**config.mk**
```make
export PLATFORM = sky130hd
export DESIGN_NAME = cycsteal_dma
export DESIGN_NICKNAME = d
export VERILOG_FILES = /design/src/rtl/cycsteal_pkg.sv /design/src/rtl/csd_cfg.sv /design/src/rtl/csd_seq.sv /design/src/rtl/csd_path.sv /design/src/rtl/cycsteal_dma.sv
export SDC_FILE = /design/constraint.sdc
export NUM_CORES = 1
export LEC_CHECK = 0
export BUFFER_PORTS_ARGS = -buffer_cell sky130_fd_sc_hd__buf_2
export CAP_MARGIN = 15
export CORE_ASPECT_RATIO = 1.75
export CORE_UTILIZATION = 25
export CTS_CLUSTER_DIAMETER = 40
export DETAILED_ROUTE_END_ITERATION = 10
export GPL_TIMING_DRIVEN = 0
export MAX_ROUTING_LAYER = met4
export PLACE_DENSITY = 0.44
export SLEW_MARGIN = 15
export SYNTH_ARGS = -nofsm -noshare
export SYNTH_HDL_FRONTEND = slang
export SYNTH_SLANG_ARGS = --single-unit
```
**constraint.sdc**
```tcl
create_clock -name clk -period 2.5 [get_ports clk]
set_clock_uncertainty 0.15 [all_clocks]
set_input_delay 0.125 -clock clk [delete_from_list [all_inputs] [get_ports clk]]
set_output_delay 0.125 -clock clk [all_outputs]
set_load 0.1 [all_outputs]
```
**src/rtl/cycsteal_pkg.sv**
```systemverilog
package cycsteal_pkg;
  typedef enum logic [1:0] {
    SQ_IDLE = 2'd0,
    SQ_WAIT = 2'd1,
    SQ_REQ  = 2'd2,
    SQ_XFER = 2'd3
  } sq_state_t;

  localparam logic [1:0] OFS_CTRL = 2'd0;
  localparam logic [1:0] OFS_DEV  = 2'd1;
  localparam logic [1:0] OFS_MEM  = 2'd2;
  localparam logic [1:0] OFS_CNT  = 2'd3;

  localparam int CB_START = 0;
  localparam int CB_DIR   = 1;
  localparam int CB_CLEAR = 2;
endpackage

```
**src/rtl/csd_cfg.sv**
```systemverilog
module csd_cfg
  import cycsteal_pkg::*;
#(
  parameter int AW    = 12,
  parameter int CW    = 8,
  parameter int DEVW  = 4,
  parameter int CFG_W = 16
) (
  input  logic             clk,
  input  logic             rst,
  input  logic             cfg_we,
  input  logic [1:0]       cfg_addr,
  input  logic [CFG_W-1:0] cfg_wdata,
  input  logic             busy,
  input  logic             step,
  output logic             dir_to_mem,
  output logic [DEVW-1:0]  dev_id,
  output logic [AW-1:0]    cur_addr,
  output logic [CW-1:0]    cur_cnt,
  output logic             last_word,
  output logic             go,
  output logic             instant,
  output logic             clear
);
  logic wr_ok;
  logic ctrl_wr;
  logic unused_wdata;

  assign unused_wdata = ^cfg_wdata;

  always_comb begin
    wr_ok     = cfg_we && !busy;
    ctrl_wr   = wr_ok && (cfg_addr == OFS_CTRL);
    go        = ctrl_wr && cfg_wdata[CB_START] && (cur_cnt != '0);
    instant   = ctrl_wr && cfg_wdata[CB_START] && (cur_cnt == '0);
    clear     = ctrl_wr && cfg_wdata[CB_CLEAR] && !cfg_wdata[CB_START];
    last_word = (cur_cnt == CW'(1));
  end

  always_ff @(posedge clk) begin
    if (rst) begin
      dir_to_mem <= 1'b0;
      dev_id     <= '0;
      cur_addr   <= '0;
      cur_cnt    <= '0;
    end else if (wr_ok) begin
      case (cfg_addr)
        OFS_CTRL: if (cfg_wdata[CB_START]) dir_to_mem <= cfg_wdata[CB_DIR];
        OFS_DEV:  dev_id   <= cfg_wdata[DEVW-1:0];
        OFS_MEM:  cur_addr <= cfg_wdata[AW-1:0];
        default:  cur_cnt  <= cfg_wdata[CW-1:0];
      endcase
    end else if (step) begin
      cur_addr <= cur_addr + 1'b1;
      cur_cnt  <= cur_cnt - 1'b1;
    end
  end
endmodule

```
**src/rtl/csd_seq.sv**
```systemverilog
module csd_seq
  import cycsteal_pkg::*;
(
  input  logic clk,
  input  logic rst,
  input  logic go,
  input  logic instant,
  input  logic clear,
  input  logic last_word,
  input  logic dev_rdy,
  input  logic ack_now,
  input  logic bus_gnt,
  output logic busy,
  output logic done,
  output logic irq,
  output logic bus_req,
  output logic load,
  output logic fire
);
  sq_state_t state;

  always_comb begin
    load = (state == SQ_REQ) && bus_gnt;
    fire = (state == SQ_XFER);
  end

  always_ff @(posedge clk) begin
    if (rst) begin
      state   <= SQ_IDLE;
      busy    <= 1'b0;
      done    <= 1'b0;
      irq     <= 1'b0;
      bus_req <= 1'b0;
    end else begin
      case (state)
        SQ_IDLE: begin
          if (go) begin
            busy  <= 1'b1;
            done  <= 1'b0;
            irq   <= 1'b0;
            state <= SQ_WAIT;
          end else if (instant) begin
            done <= 1'b1;
            irq  <= 1'b1;
          end else if (clear) begin
            done <= 1'b0;
            irq  <= 1'b0;
          end
        end
        SQ_WAIT: begin
          if (dev_rdy && !ack_now) begin
            bus_req <= 1'b1;
            state   <= SQ_REQ;
          end
        end
        SQ_REQ: begin
          if (bus_gnt) state <= SQ_XFER;
        end
        default: begin
          bus_req <= 1'b0;
          if (last_word) begin
            busy  <= 1'b0;
            done  <= 1'b1;
            irq   <= 1'b1;
            state <= SQ_IDLE;
          end else begin
            state <= SQ_WAIT;
          end
        end
      endcase
    end
  end
endmodule

```
**src/rtl/csd_path.sv**
```systemverilog
module csd_path #(
  parameter int AW = 12,
  parameter int DW = 16
) (
  input  logic          clk,
  input  logic          rst,
  input  logic          load,
  input  logic          fire,
  input  logic          dir_to_mem,
  input  logic [AW-1:0] cur_addr,
  input  logic [DW-1:0] dev_rdata,
  input  logic [DW-1:0] mem_rdata,
  output logic          mem_en,
  output logic          mem_we,
  output logic [AW-1:0] mem_addr,
  output logic [DW-1:0] mem_wdata,
  output logic [DW-1:0] dev_wdata,
  output logic          dev_ack
);
  always_ff @(posedge clk) begin
    if (rst) begin
      mem_en    <= 1'b0;
      mem_we    <= 1'b0;
      mem_addr  <= '0;
      mem_wdata <= '0;
      dev_wdata <= '0;
      dev_ack   <= 1'b0;
    end else begin
      mem_en  <= load;
      mem_we  <= load && dir_to_mem;
      dev_ack <= fire;
      if (load) begin
        mem_addr <= cur_addr;
        if (dir_to_mem) mem_wdata <= dev_rdata;
      end
      if (fire && !dir_to_mem) dev_wdata <= mem_rdata;
    end
  end
endmodule

```
**src/rtl/cycsteal_dma.sv**
```systemverilog
module cycsteal_dma #(
  parameter int AW    = 12,
  parameter int DW    = 16,
  parameter int CW    = 8,
  parameter int DEVW  = 4,
  parameter int CFG_W = 16
) (
  input  logic             clk,
  input  logic             rst,
  input  logic             cfg_we,
  input  logic [1:0]       cfg_addr,
  input  logic [CFG_W-1:0] cfg_wdata,
  output logic             stat_busy,
  output logic             stat_done,
  output logic             irq,
  output logic             bus_req,
  input  logic             bus_gnt,
  output logic             mem_en,
  output logic             mem_we,
  output logic [AW-1:0]    mem_addr,
  output logic [DW-1:0]    mem_wdata,
  input  logic [DW-1:0]    mem_rdata,
  output logic [DEVW-1:0]  dev_sel,
  input  logic             dev_rdy,
  input  logic [DW-1:0]    dev_rdata,
  output logic [DW-1:0]    dev_wdata,
  output logic             dev_ack
);
  logic          dir_to_mem;
  logic [AW-1:0] cur_addr;
  logic [CW-1:0] cnt_now;
  logic          last_word;
  logic          go;
  logic          instant;
  logic          clear;
  logic          load;
  logic          fire;

  csd_cfg #(.AW(AW), .CW(CW), .DEVW(DEVW), .CFG_W(CFG_W)) u_cfg (
    .clk(clk), .rst(rst), .cfg_we(cfg_we), .cfg_addr(cfg_addr),
    .cfg_wdata(cfg_wdata), .busy(stat_busy), .step(fire),
    .dir_to_mem(dir_to_mem), .dev_id(dev_sel), .cur_addr(cur_addr),
    .cur_cnt(cnt_now), .last_word(last_word), .go(go),
    .instant(instant), .clear(clear)
  );

  csd_seq u_seq (
    .clk(clk), .rst(rst), .go(go), .instant(instant), .clear(clear),
    .last_word(last_word), .dev_rdy(dev_rdy), .ack_now(dev_ack),
    .bus_gnt(bus_gnt), .busy(stat_busy), .done(stat_done), .irq(irq),
    .bus_req(bus_req), .load(load), .fire(fire)
  );

  csd_path #(.AW(AW), .DW(DW)) u_path (
    .clk(clk), .rst(rst), .load(load), .fire(fire),
    .dir_to_mem(dir_to_mem), .cur_addr(cur_addr), .dev_rdata(dev_rdata),
    .mem_rdata(mem_rdata), .mem_en(mem_en), .mem_we(mem_we),
    .mem_addr(mem_addr), .mem_wdata(mem_wdata), .dev_wdata(dev_wdata),
    .dev_ack(dev_ack)
  );
endmodule

```
==> results of run 1 <==
[per-stage QoR]
step             util  setup slack [ns]  total power, mW  instances
2_1_floorplan       -            0.2473            1.658        431
3_3_place_gp   0.3113            0.4431            1.796        709
3_5_place_dp   0.3113            0.3761            1.801        709
4_1_cts        0.3619            0.3600            3.105        764
5_1_grt        0.3619            0.1961            3.186        764
6_report       0.3619            0.4155            3.066        764
[how the worst max path moves through the flow]
stage | slack (ns) | cells after the start | from | endpoint
after CTS | 0.36 | 7 | u_seq.state[0] | u_path.mem_wdata[11]
after global placement | 0.44 | 7 | u_seq.state[0] | u_path.mem_wdata[9]
after global routing | 0.20 | 7 | u_seq.state[0] | u_path.dev_wdata[11]
after detailed placement | 0.38 | 7 | u_seq.state[0] | u_path.mem_wdata[11]
after floorplan | 0.25 | 6 | u_seq.busy | u_cfg.cur_addr[5]
final | 0.42 | 7 | u_seq.state[0] | u_path.dev_wdata[13]
[synth_stat cells (all sizes together), types with 2 or more instances]
cell type / count
nand2b: 5
a22oi: 2
a31oi: 3
clkbuf: 15
o41ai: 2
nand3b: 2
a21oi: 71
mux2i: 7
and3: 5
a21o: 3
o31ai: 3
nor4b: 2
nand3: 5
nor3b: 2
buf: 10
nor2: 24
dfxtp: 77
nand4: 3
a211oi: 3
or4: 2
nand2: 115
o21ai: 22
and2: 2
inv: 8
or3: 2
nor3: 10
ha: 8
[state kept, by name (all words and copies together), names as in the netlist, 2 cells and up]
signal,flops
u_cfg.cur_addr,12
u_cfg.cur_cnt,8
u_cfg.dev_id,4
u_path.dev_wdata,16
u_path.mem_addr,12
u_path.mem_wdata,16
u_seq.state,2
[where the power goes]
part	internal, mW	total [mW]	switching (mW)	leakage, nW
clock	0.704	1.25	0.541	0.127
sequential	1.26	1.29	0.0315	0.622
combinational	0.190	0.531	0.341	1.23
[layout by cell type (no fill, tap or decap), types with 2 or more instances in the layout]
cell,synthesis,final
a22oi_1,2,2
nand3_1,5,5
nor3_1,10,10
clkinvlp_4,0,4
nor2_1,24,24
mux2i_1,6,6
nand2_1,115,115
nand3b_1,2,2
dfxtp_1,77,77
buf_4,2,2
clkbuf_1,14,14
o31ai_1,3,3
nand2b_1,4,4
nand4_1,3,3
ha_1,8,8
o21ai_0,22,22
or3_1,2,2
buf_2,6,110
clkbuf_16,0,9
buf_1,2,2
a21oi_1,70,70
a211oi_1,2,2
a21o_1,3,3
dlygate4sd3_1,0,39
inv_1,8,8
a31oi_1,3,3
and3_1,5,5
[per-layer routing]
layer  wire length (um)  GRT usage
met1               4391     0.1571
met2               6002     0.3077
met3                492    0.02995
met4                177    0.06682
met5                  0          -
[cell families after synthesis]
| logic type | after synthesis | synth area share |
|---|---|---|
| flip-flops | 77 | 0.4496 |
| buffers and inverters | 33 | 0.04087 |
| AND/OR/NAND/NOR | 185 | 0.2496 |
| AO/OA/AOI/OAI | 120 | 0.2033 |
| adder cells (fa/ha/maj) | 8 | 0.02920 |
| multiplexers | 8 | 0.02737 |
[cell type report]
cell class,count,share of cell area
sequential,77,0.3183
inverter,8,0.006200
buffer,25,0.02273
tap,174,0.04495
timing repair buffer,143,0.1881
clock inverter,6,0.009817
multi-input combinational,321,0.3606
clock buffer,10,0.04934
[worst max-delay path: stages (launching register included)]
cell      delay [ns]
dfxtp_1         0.37
ha_1            0.16
clkbuf_2        0.21
inv_1           0.16
nor2_1          0.44
buf_2           0.31
nand2_1         0.08
a21oi_1         0.12
[what timing repair did]
| item | CTS | global route |
|---|---|---|
| endpoints found under the hold margin | 42 | 0 |
| hold buffers | 39 | 0 |
| endpoints found under the setup margin | 0 | 0 |
==> results by group, run 1 <==
Clock tree
  • CTS buffer count: 9
  • Clock latency on the worst-skew pair: 0.34 ns
  • Clk slew on worst S/H paths: 0.06 ns
  • Htree depth: 3
  • Clk root buf: clkbuf_16
  • TritonCTS clock tree: yes
  • CTS resizes: 0
  • Clock Sinks: 77
  • Clock buffer depth: 2
  • Setup Buffers After CTS: 0

Hold path
  • Worst Hold Path Cells: 3
  • Hold crit path type: input pin to register
  • WHS Endpoint: u_cfg.cur_addr[6]
  • Hold Crit Start: cfg_wdata[6]

Worst setup path
  • RR Endpoint: u_path.dev_wdata[13]
  • Reg2reg path depth: 7
  • Crit. End Element: register
  • CP arrival: 2.19 ns
  • Reg2Reg Setup Slack: 0.42 ns
  • Crit-path max FO: 10
  • CP Launch Type: register
  • Launching point of the worst reg2reg path: u_seq.state[0]
  • Critical path class: register to register
  • Worst EP required: 2.61 ns

Detailed routing
  • Via count: 3515
  • 1st-pass router iterations: 4
  • Drc violations: 0
  • 1st-iter DRT viols: 131
  • Wirelength per Cell: 14.48 um
  • Via density: 4.601
  • Final WL: 11060 um
  • Post-DRT Antenna Nets: 0

Floorplan
  • Chip Width: 90.52 um
  • Core region area: 13380 um^2
  • Num ports: 110
  • Starting Density: 0.2562
  • Area of the die: 14200 um^2
  • Die Y: 156.9 um
  • Row count: 56

Logic synthesis
  • Synth top area cells: dfxtp_1, nand2_1, a21oi_1, o21ai_0, ha_1
  • Ys Warns: 0
  • Yosys reg bits: 77
  • Cell Area, Synth: 3428 um^2
  • Synth Flop Type: dfxtp_1
  • Async set or reset register ratio after synthesis: 0
  • Count of cell types in the netlist: 57
  • Post-synthesis sequential area ratio: 0.4496
  • Cell count after synthesis: 431
  • Post-synth EDFFs: 0
  • Syn avg cell area: 7.954 um^2
  • Post-synth top area share: 0.4496
  • Post-synth net total: 494
  • Largest area contributor in the netlist: dfxtp_1

STA
  • Hold Fails Final Rpt: 0
  • Relative max-transition margin: 0.4855
  • Slew Viols, Final: 0
  • Final setup vio count: 0
  • Final hold slack: 0.03737 ns
  • Final Critical Period: 2.084 ns
  • Final worst-path cycle share: 0.8338
  • Setup_tns: 0 ns
  • Worst slew pin tran: 0.7717 ns
  • Fmax: 0.4797 GHz
  • Unrepaired setup endpoints after global routing: false

Run
  • Max Cap Viol: 0

Placed design
  • Detailed Place HPWL: 8294 um
  • # port buffers: 104
  • GPL Wtd Cong: 0.8086
  • Cell Area, Placed: 4167 um^2

GRT
  • Largest net degree at the start of global routing: 15
  • All-Layer GR Usage: 0.1610
  • Total gr overflow: 0
  • Vias in the first global route: 3379
  • Global-route wire length before repair: 17250 um
  • Antenna violations before repair: 0

Run status
  • Status: finished, final reports clean

Finish
  • Fill cell count: 1442
  • Layout area overhead: 41.28%
  • Final Cell Area: 4843 um^2
  • Area of the multi-input gates: 1747 um^2
  • Nets: 648
  • N_diodes: 0
  • FF+latch area: 1541 um^2
  • Share of layout cells above drive strength 1: 0.2373

Power
  • Peak VDD IR: 0.0002688 V
  • Total power per unit cell area: 633.0 nW/um^2
  • Pleak: 1.979 nW
Power figures use the tool's default switching activity.
==> inputs of run 2 (changes only) <==
==> constraint.sdc (replaced) <==
create_clock -name clk -period 2.2 [get_ports clk]
set_clock_uncertainty 0.15 [all_clocks]
set_input_delay 0.11 -clock clk [delete_from_list [all_inputs] [get_ports clk]]
set_output_delay 0.11 -clock clk [all_outputs]
set_load 0.1 [all_outputs]
==> run 2 against run 1 <==
Via count decreased by 0.80%. Design area increased by 0.96%. Clock power increased by 29%. Register-to-register slack got worse by 0.18 ns. Largest cell class unchanged. Setup slack got worse by 0.18 ns. Core utilization increased by 0.35 points.
==> results by group, run 2 (synthesis gave the netlist of run 1 again) <==
Worst setup path
  • Crit. End Element: register
  • CP arrival: 2.07 ns
  • RR Endpoint: u_path.mem_wdata[9]
  • Worst EP required: 2.31 ns
  • Crit. Startpoint: u_seq.state[0]
  • Reg2Reg Setup Slack: 0.24 ns
  • Crit-path max FO: 10
  • Launching point of the worst reg2reg path: u_seq.state[0]
  • Critical path class: register to register
  • CP Launch Type: register
  • Reg2reg path depth: 7

Placed design
  • Worst slack at placement: 0.06078 ns
  • DP Cell Count: 709
  • # port buffers: 104
  • GPL Wtd Cong: 0.8260
  • Detailed Place HPWL: 8167 um

Finish
  • Commonest cells after routing, fill and taps aside: nand2_1, buf_2, dfxtp_1, a21oi_1, dlygate4sd3_1
  • Area of the multi-input gates: 1749 um^2
  • Top Registers: u_path.dev_wdata: 16 flops, u_path.mem_wdata: 16 flops
  • Fill cell count: 1395
  • Post-route insts no fill: 764
  • Share of layout cells above drive strength 1: 0.2424
  • Nets: 648
  • Layout area overhead: 42.63%
  • Leading cell type in the layout, fill and taps excluded: nand2_1
  • Layout Utilization: 0.3654
  • N_diodes: 0
  • FF+latch area: 1543 um^2

Floorplan
  • Core region area: 13380 um^2
  • Starting Density: 0.2562
  • Chip Width: 90.52 um
  • Die Y: 156.9 um
  • Area of the die: 14200 um^2
  • Num ports: 110
  • Row count: 56

Detailed routing
  • 1st-iter DRT viols: 119
  • Via density: 4.564
  • Final WL: 10740 um
  • Via count: 3487
  • Wirelength per Cell: 14.06 um
  • 1st-pass router iterations: 4
  • Post-DRT Antenna Nets: 0
  • Drc violations: 0

Hold path
  • WHS Endpoint: u_cfg.cur_addr[6]
  • Hold Crit Start: cfg_wdata[6]
  • Worst Hold Path Cells: 3
  • Hold crit path type: input pin to register

Power
  • Clk network pwr share: 0.439
  • Comb power frac: 0.162
  • Pleak: 2.010 nW
  • P_int: 2.673 mW
  • Pwr Total: 3.673 mW
  • Sw frac: 0.2723
  • Peak VDD IR: 0.0002777 V
  • Sequential power share: 0.399
  • Total power per unit cell area: 751.2 nW/um^2
  • Switching power: 1.000 mW

STA
  • Setup_tns: 0 ns
  • Unrepaired setup endpoints after global routing: false
  • Final Critical Period: 1.961 ns
  • Hold Fails Final Rpt: 0
  • Final setup vio count: 0
  • Worst slew pin tran: 0.7247 ns
  • Final worst-path cycle share: 0.8915
  • Fmax: 0.5099 GHz
  • PnR worst setup slack: 0.2386 ns
  • Slew Viols, Final: 0
  • Relative max-transition margin: 0.5169

Clock tree
  • Htree depth: 3
  • Clock Sinks: 77
  • Setup Buffers After CTS: 0
  • TritonCTS clock tree: yes
  • Clk slew on worst S/H paths: 0.06 ns
  • CTS buffer count: 9
  • Clk root buf: clkbuf_16
  • Clock latency on the worst-skew pair: 0.33 ns
  • Clock buffer depth: 2

GRT
  • Global-route wire length before repair: 16950 um
  • Antenna violations before repair: 0
  • Vias in the first global route: 3366
  • Largest net degree at the start of global routing: 14
  • All-Layer GR Usage: 0.1571
  • Total gr overflow: 0

Run status
  • Status: finished, final reports clean

Run
  • Max Cap Viol: 0
==> run 2: final cells by class <==
class / instances / share of cell area
buffer: 25 / 0.02303
clock buffer: 11 / 0.04964
clock inverter: 5 / 0.01714
inverter: 8 / 0.006141
multi-input combinational: 321 / 0.3577
sequential: 77 / 0.3155
tap: 174 / 0.04452
timing repair buffer: 143 / 0.1863
==> run 2: worst max-delay path by stage <==
stage                          endpoint  depth (start not counted)
floorplan             u_cfg.cur_addr[5]                          6
global placement    u_path.mem_wdata[8]                          7
detailed placement  u_path.mem_wdata[7]                          7
CTS                 u_path.mem_wdata[7]                          7
global route        u_path.mem_wdata[7]                          7
finish              u_path.mem_wdata[9]                          7
==> run 2: stage by stage <==
stage	hold WS, ns	area [um^2]
after global routing	0.03345	4890
final	0.009347	4890
after CTS	0.007177	4885
after global placement	0.2034	4168
after floorplan	0.09603	3430
after detailed placement	0.2098	4168
==> run 2: critical path, stage by stage, from the launching register on <==
cell      delay (ns)
dfxtp_1         0.38
inv_1           0.08
ha_1            0.28
and2_0          0.24
nand2_1         0.24
clkbuf_2        0.28
nand2_1         0.08
a21oi_1         0.15
==> run 2: power groups by stage <==
stage	sequential (mW)	combinational [mW]	clock [mW]
after floorplan	1.59	0.292	0
final	1.47	0.594	1.61
after global routing	1.47	0.647	1.72
after detailed placement	1.50	0.545	0
after global placement	1.50	0.543	0
after CTS	1.47	0.601	1.66
==> run 2: repair_timing <==
action / in CTS / in global routing
hold buffers: 39 / 0
hold endpoints to repair: 43 / 0
setup endpoints to repair: 0 / 20
gates resized for setup: 0 / 5
==> run 2: routing by layer <==
| layer | vias up | global-route usage | part of all wire |
|---|---|---|---|
| li1 | 1799 | - | - |
| met1 | 1602 | 0.1596 | 0.40 |
| met2 | 80 | 0.2973 | 0.55 |
| met3 | 6 | 0.02077 | 0.031 |
| met4 | 0 | 0.06912 | 0.013 |
| met5 | - | - | 0 |
==> inputs of run 3 (changes only) <==
--- a/config.mk
+++ b/config.mk
@@ -8,6 +8,7 @@
 export BUFFER_PORTS_ARGS = -buffer_cell sky130_fd_sc_hd__buf_2
 export CAP_MARGIN = 15
 export CORE_ASPECT_RATIO = 1.75
+export CORE_MARGIN = 4
 export CORE_UTILIZATION = 25
 export CTS_CLUSTER_DIAMETER = 40
 export DETAILED_ROUTE_END_ITERATION = 10
==> run 3 against run 2 <==
Critical path depth did not move. Global-route usage fell by 0.56 points. Design area fell by 0.79%. Sequential power barely moved. Hold slack improved by 0.010 ns. Sequential share of layout area rose by 0.25 points. Count of clock-buffer cells in the layout fell by 1. Cell count fell by 0.13%. Routed wire length rose by 5.8%. Combinational power rose by 0.8%. Largest cell class unchanged.
==> results by group, run 3 (synthesis gave the netlist of run 1 again) <==
Power
  • Switching power: 0.9885 mW
  • Sw frac: 0.2822
  • Pleak: 1.999 nW
  • Comb power frac: 0.171
  • Sequential power share: 0.419
  • Total power per unit cell area: 722.0 nW/um^2
  • Peak VDD IR: 0.0003827 V
  • P_int: 2.514 mW
  • Clk network pwr share: 0.410

Worst setup path
  • Critical-path top delay cell: dfxtp_1
  • Number of buffers and inverters on the critical path: 3
  • Slowest stage delay, CP: 0.37 ns
  • Worst EP required: 2.31 ns
  • Top delay family on crit path: buffers and inverters
  • CP Launch Type: register
  • Crit-path cells: ha_1 -> clkbuf_2 -> inv_1 -> nor2_2 -> buf_2 -> nand2_1 -> a21oi_1
  • CP arrival: 2.06 ns
  • Critical path class: register to register
  • Crit. End Element: register
  • Crit-path max FO: 10

Floorplan
  • Die Y: 162.9 um
  • Area of the die: 15720 um^2
  • Num ports: 110
  • Row count: 56
  • Core region area: 13450 um^2
  • Starting Density: 0.2548
  • Chip Width: 96.52 um

Placed design
  • GPL Wtd Cong: 0.8124
  • Detailed Place HPWL: 8651 um
  • # port buffers: 104
  • DP Cell Count: 709

Finish
  • Area of the multi-input gates: 1749 um^2
  • Post-route insts no fill: 763
  • Top Registers: u_path.dev_wdata: 16 flops, u_path.mem_wdata: 16 flops
  • Share of layout cells above drive strength 1: 0.2411
  • Layout area overhead: 41.50%
  • FF+latch area: 1543 um^2
  • Leading cell type in the layout, fill and taps excluded: nand2_1
  • Nets: 648
  • Fill cell count: 1493
  • N_diodes: 0
  • Commonest cells after routing, fill and taps aside: nand2_1, buf_2, dfxtp_1, a21oi_1, dlygate4sd3_1

STA
  • Fmax: 0.5126 GHz
  • Setup_tns: 0 ns
  • Worst slew pin tran: 0.7293 ns
  • Hold Fails Final Rpt: 0
  • Final Critical Period: 1.951 ns
  • Relative max-transition margin: 0.5138
  • Slew Viols, Final: 0
  • Final setup vio count: 0
  • Final worst-path cycle share: 0.8867
  • Unrepaired setup endpoints after global routing: false

GRT
  • All-Layer GR Usage: 0.1516
  • Global-route wire length before repair: 17750 um
  • Total gr overflow: 0
  • Met2 global-route usage: 0.2799
  • Vias in the first global route: 3525
  • Largest net degree at the start of global routing: 13
  • Met3 global-route usage: 0.03005
  • Met1 Resource Use GR: 0.1499
  • GRT busiest layer: met2
  • Antenna violations before repair: 0

Clock tree
  • Clk slew on worst S/H paths: 0.06 ns
  • Clock latency on the worst-skew pair: 0.33 ns
  • Htree depth: 3
  • Clock buffer depth: 2
  • Clk root buf: clkbuf_16
  • CTS buffer count: 9
  • Clock Sinks: 77
  • TritonCTS clock tree: yes

Detailed routing
  • Post-DRT Antenna Nets: 0
  • 1st-pass router iterations: 4
  • Final WL: 11370 um
  • Wirelength per Cell: 14.90 um
  • Drc violations: 0
  • Via count: 3526
  • Via density: 4.621
  • 1st-iter DRT viols: 125

Run
  • Max Cap Viol: 0

Hold path
  • Hold crit path type: input pin to register

Run status
  • Status: finished, final reports clean
-- run 3: changes by cell type in the layout (fill, tap and decap cells not counted) --
cell,delta
clkbuf_8,-1
clkbuf_1,-1
clkinv_2,+3
clkinvlp_4,-1
clkinv_4,-1
dlygate4sd3_1,+1
bufinv_16,-1
-- run 3: final cells by class --
type	instances	share of cell area
Buffer	24	0.02244
Clock buffer	10	0.04720
Clock inverter	5	0.01083
Inverter	8	0.006190
Multi-Input combinational cell	321	0.3606
Sequential cell	77	0.3180
Tap cell	174	0.04488
Timing Repair Buffer	144	0.1898
-- run 3: worst paths after layout --
path,from,to,slack (ns),cells after the start
worst max-delay path,u_seq.state[0],u_path.dev_wdata[14],0.25,7
worst min register to register,u_path.dev_wdata[6],u_path.dev_wdata[6],0.30,2
worst min-delay path,bus_gnt,u_path.mem_addr[2],0.02,4
worst max register to register,u_seq.state[0],u_path.dev_wdata[14],0.25,7
-- run 3: per-stage QoR --
step | instance area (um^2) | power [mW] | utilization | worst slack [ns] | hold slack (ns)
global placement | 4168 | 2.038 | 0.3098 | 0.06795 | 0.2041
global route | 4851 | 3.658 | 0.3606 | 0.03190 | 0.04585
floorplan | 3430 | 1.884 | - | 0.3146 | 0.09603
CTS | 4850 | 3.554 | 0.3605 | 0.05905 | 0.01987
detailed placement | 4168 | 2.045 | 0.3098 | 0.07343 | 0.2075
finish | 4851 | 3.503 | 0.3606 | 0.2492 | 0.01944
-- run 3: power groups by stage --
stage	combinational (mW)	clock (mW)	sequential (mW)
floorplan	0.292	0	1.59
global placement	0.542	0	1.50
detailed placement	0.548	0	1.50
CTS	0.606	1.48	1.47
global route	0.653	1.53	1.47
finish	0.599	1.44	1.47
-- run 3: worst reg2reg max path, cell delays in order (launching register included) --
cell and delay (ns):
dfxtp_1 0.37, ha_1 0.16, clkbuf_2 0.21, inv_1 0.20, nor2_2 0.31, buf_2 0.29
nand2_1 0.08, a21oi_1 0.12
-- run 3: timing repair --
| item | in CTS | in global routing |
|---|---|---|
| endpoints found under the hold margin | 42 | 0 |
| setup endpoints to repair | 0 | 20 |
| hold buffers | 40 | 0 |
| setup buffers | 0 | 0 |
| gates resized for setup | 0 | 5 |
-- run 3: metal layers --
metal  vias to the layer above  routed length [um]
met3                        18                 585
met4                         0                 276
li1                       1798                   -
met5                         -                   0
met2                        92                6148
met1                      1618                4358
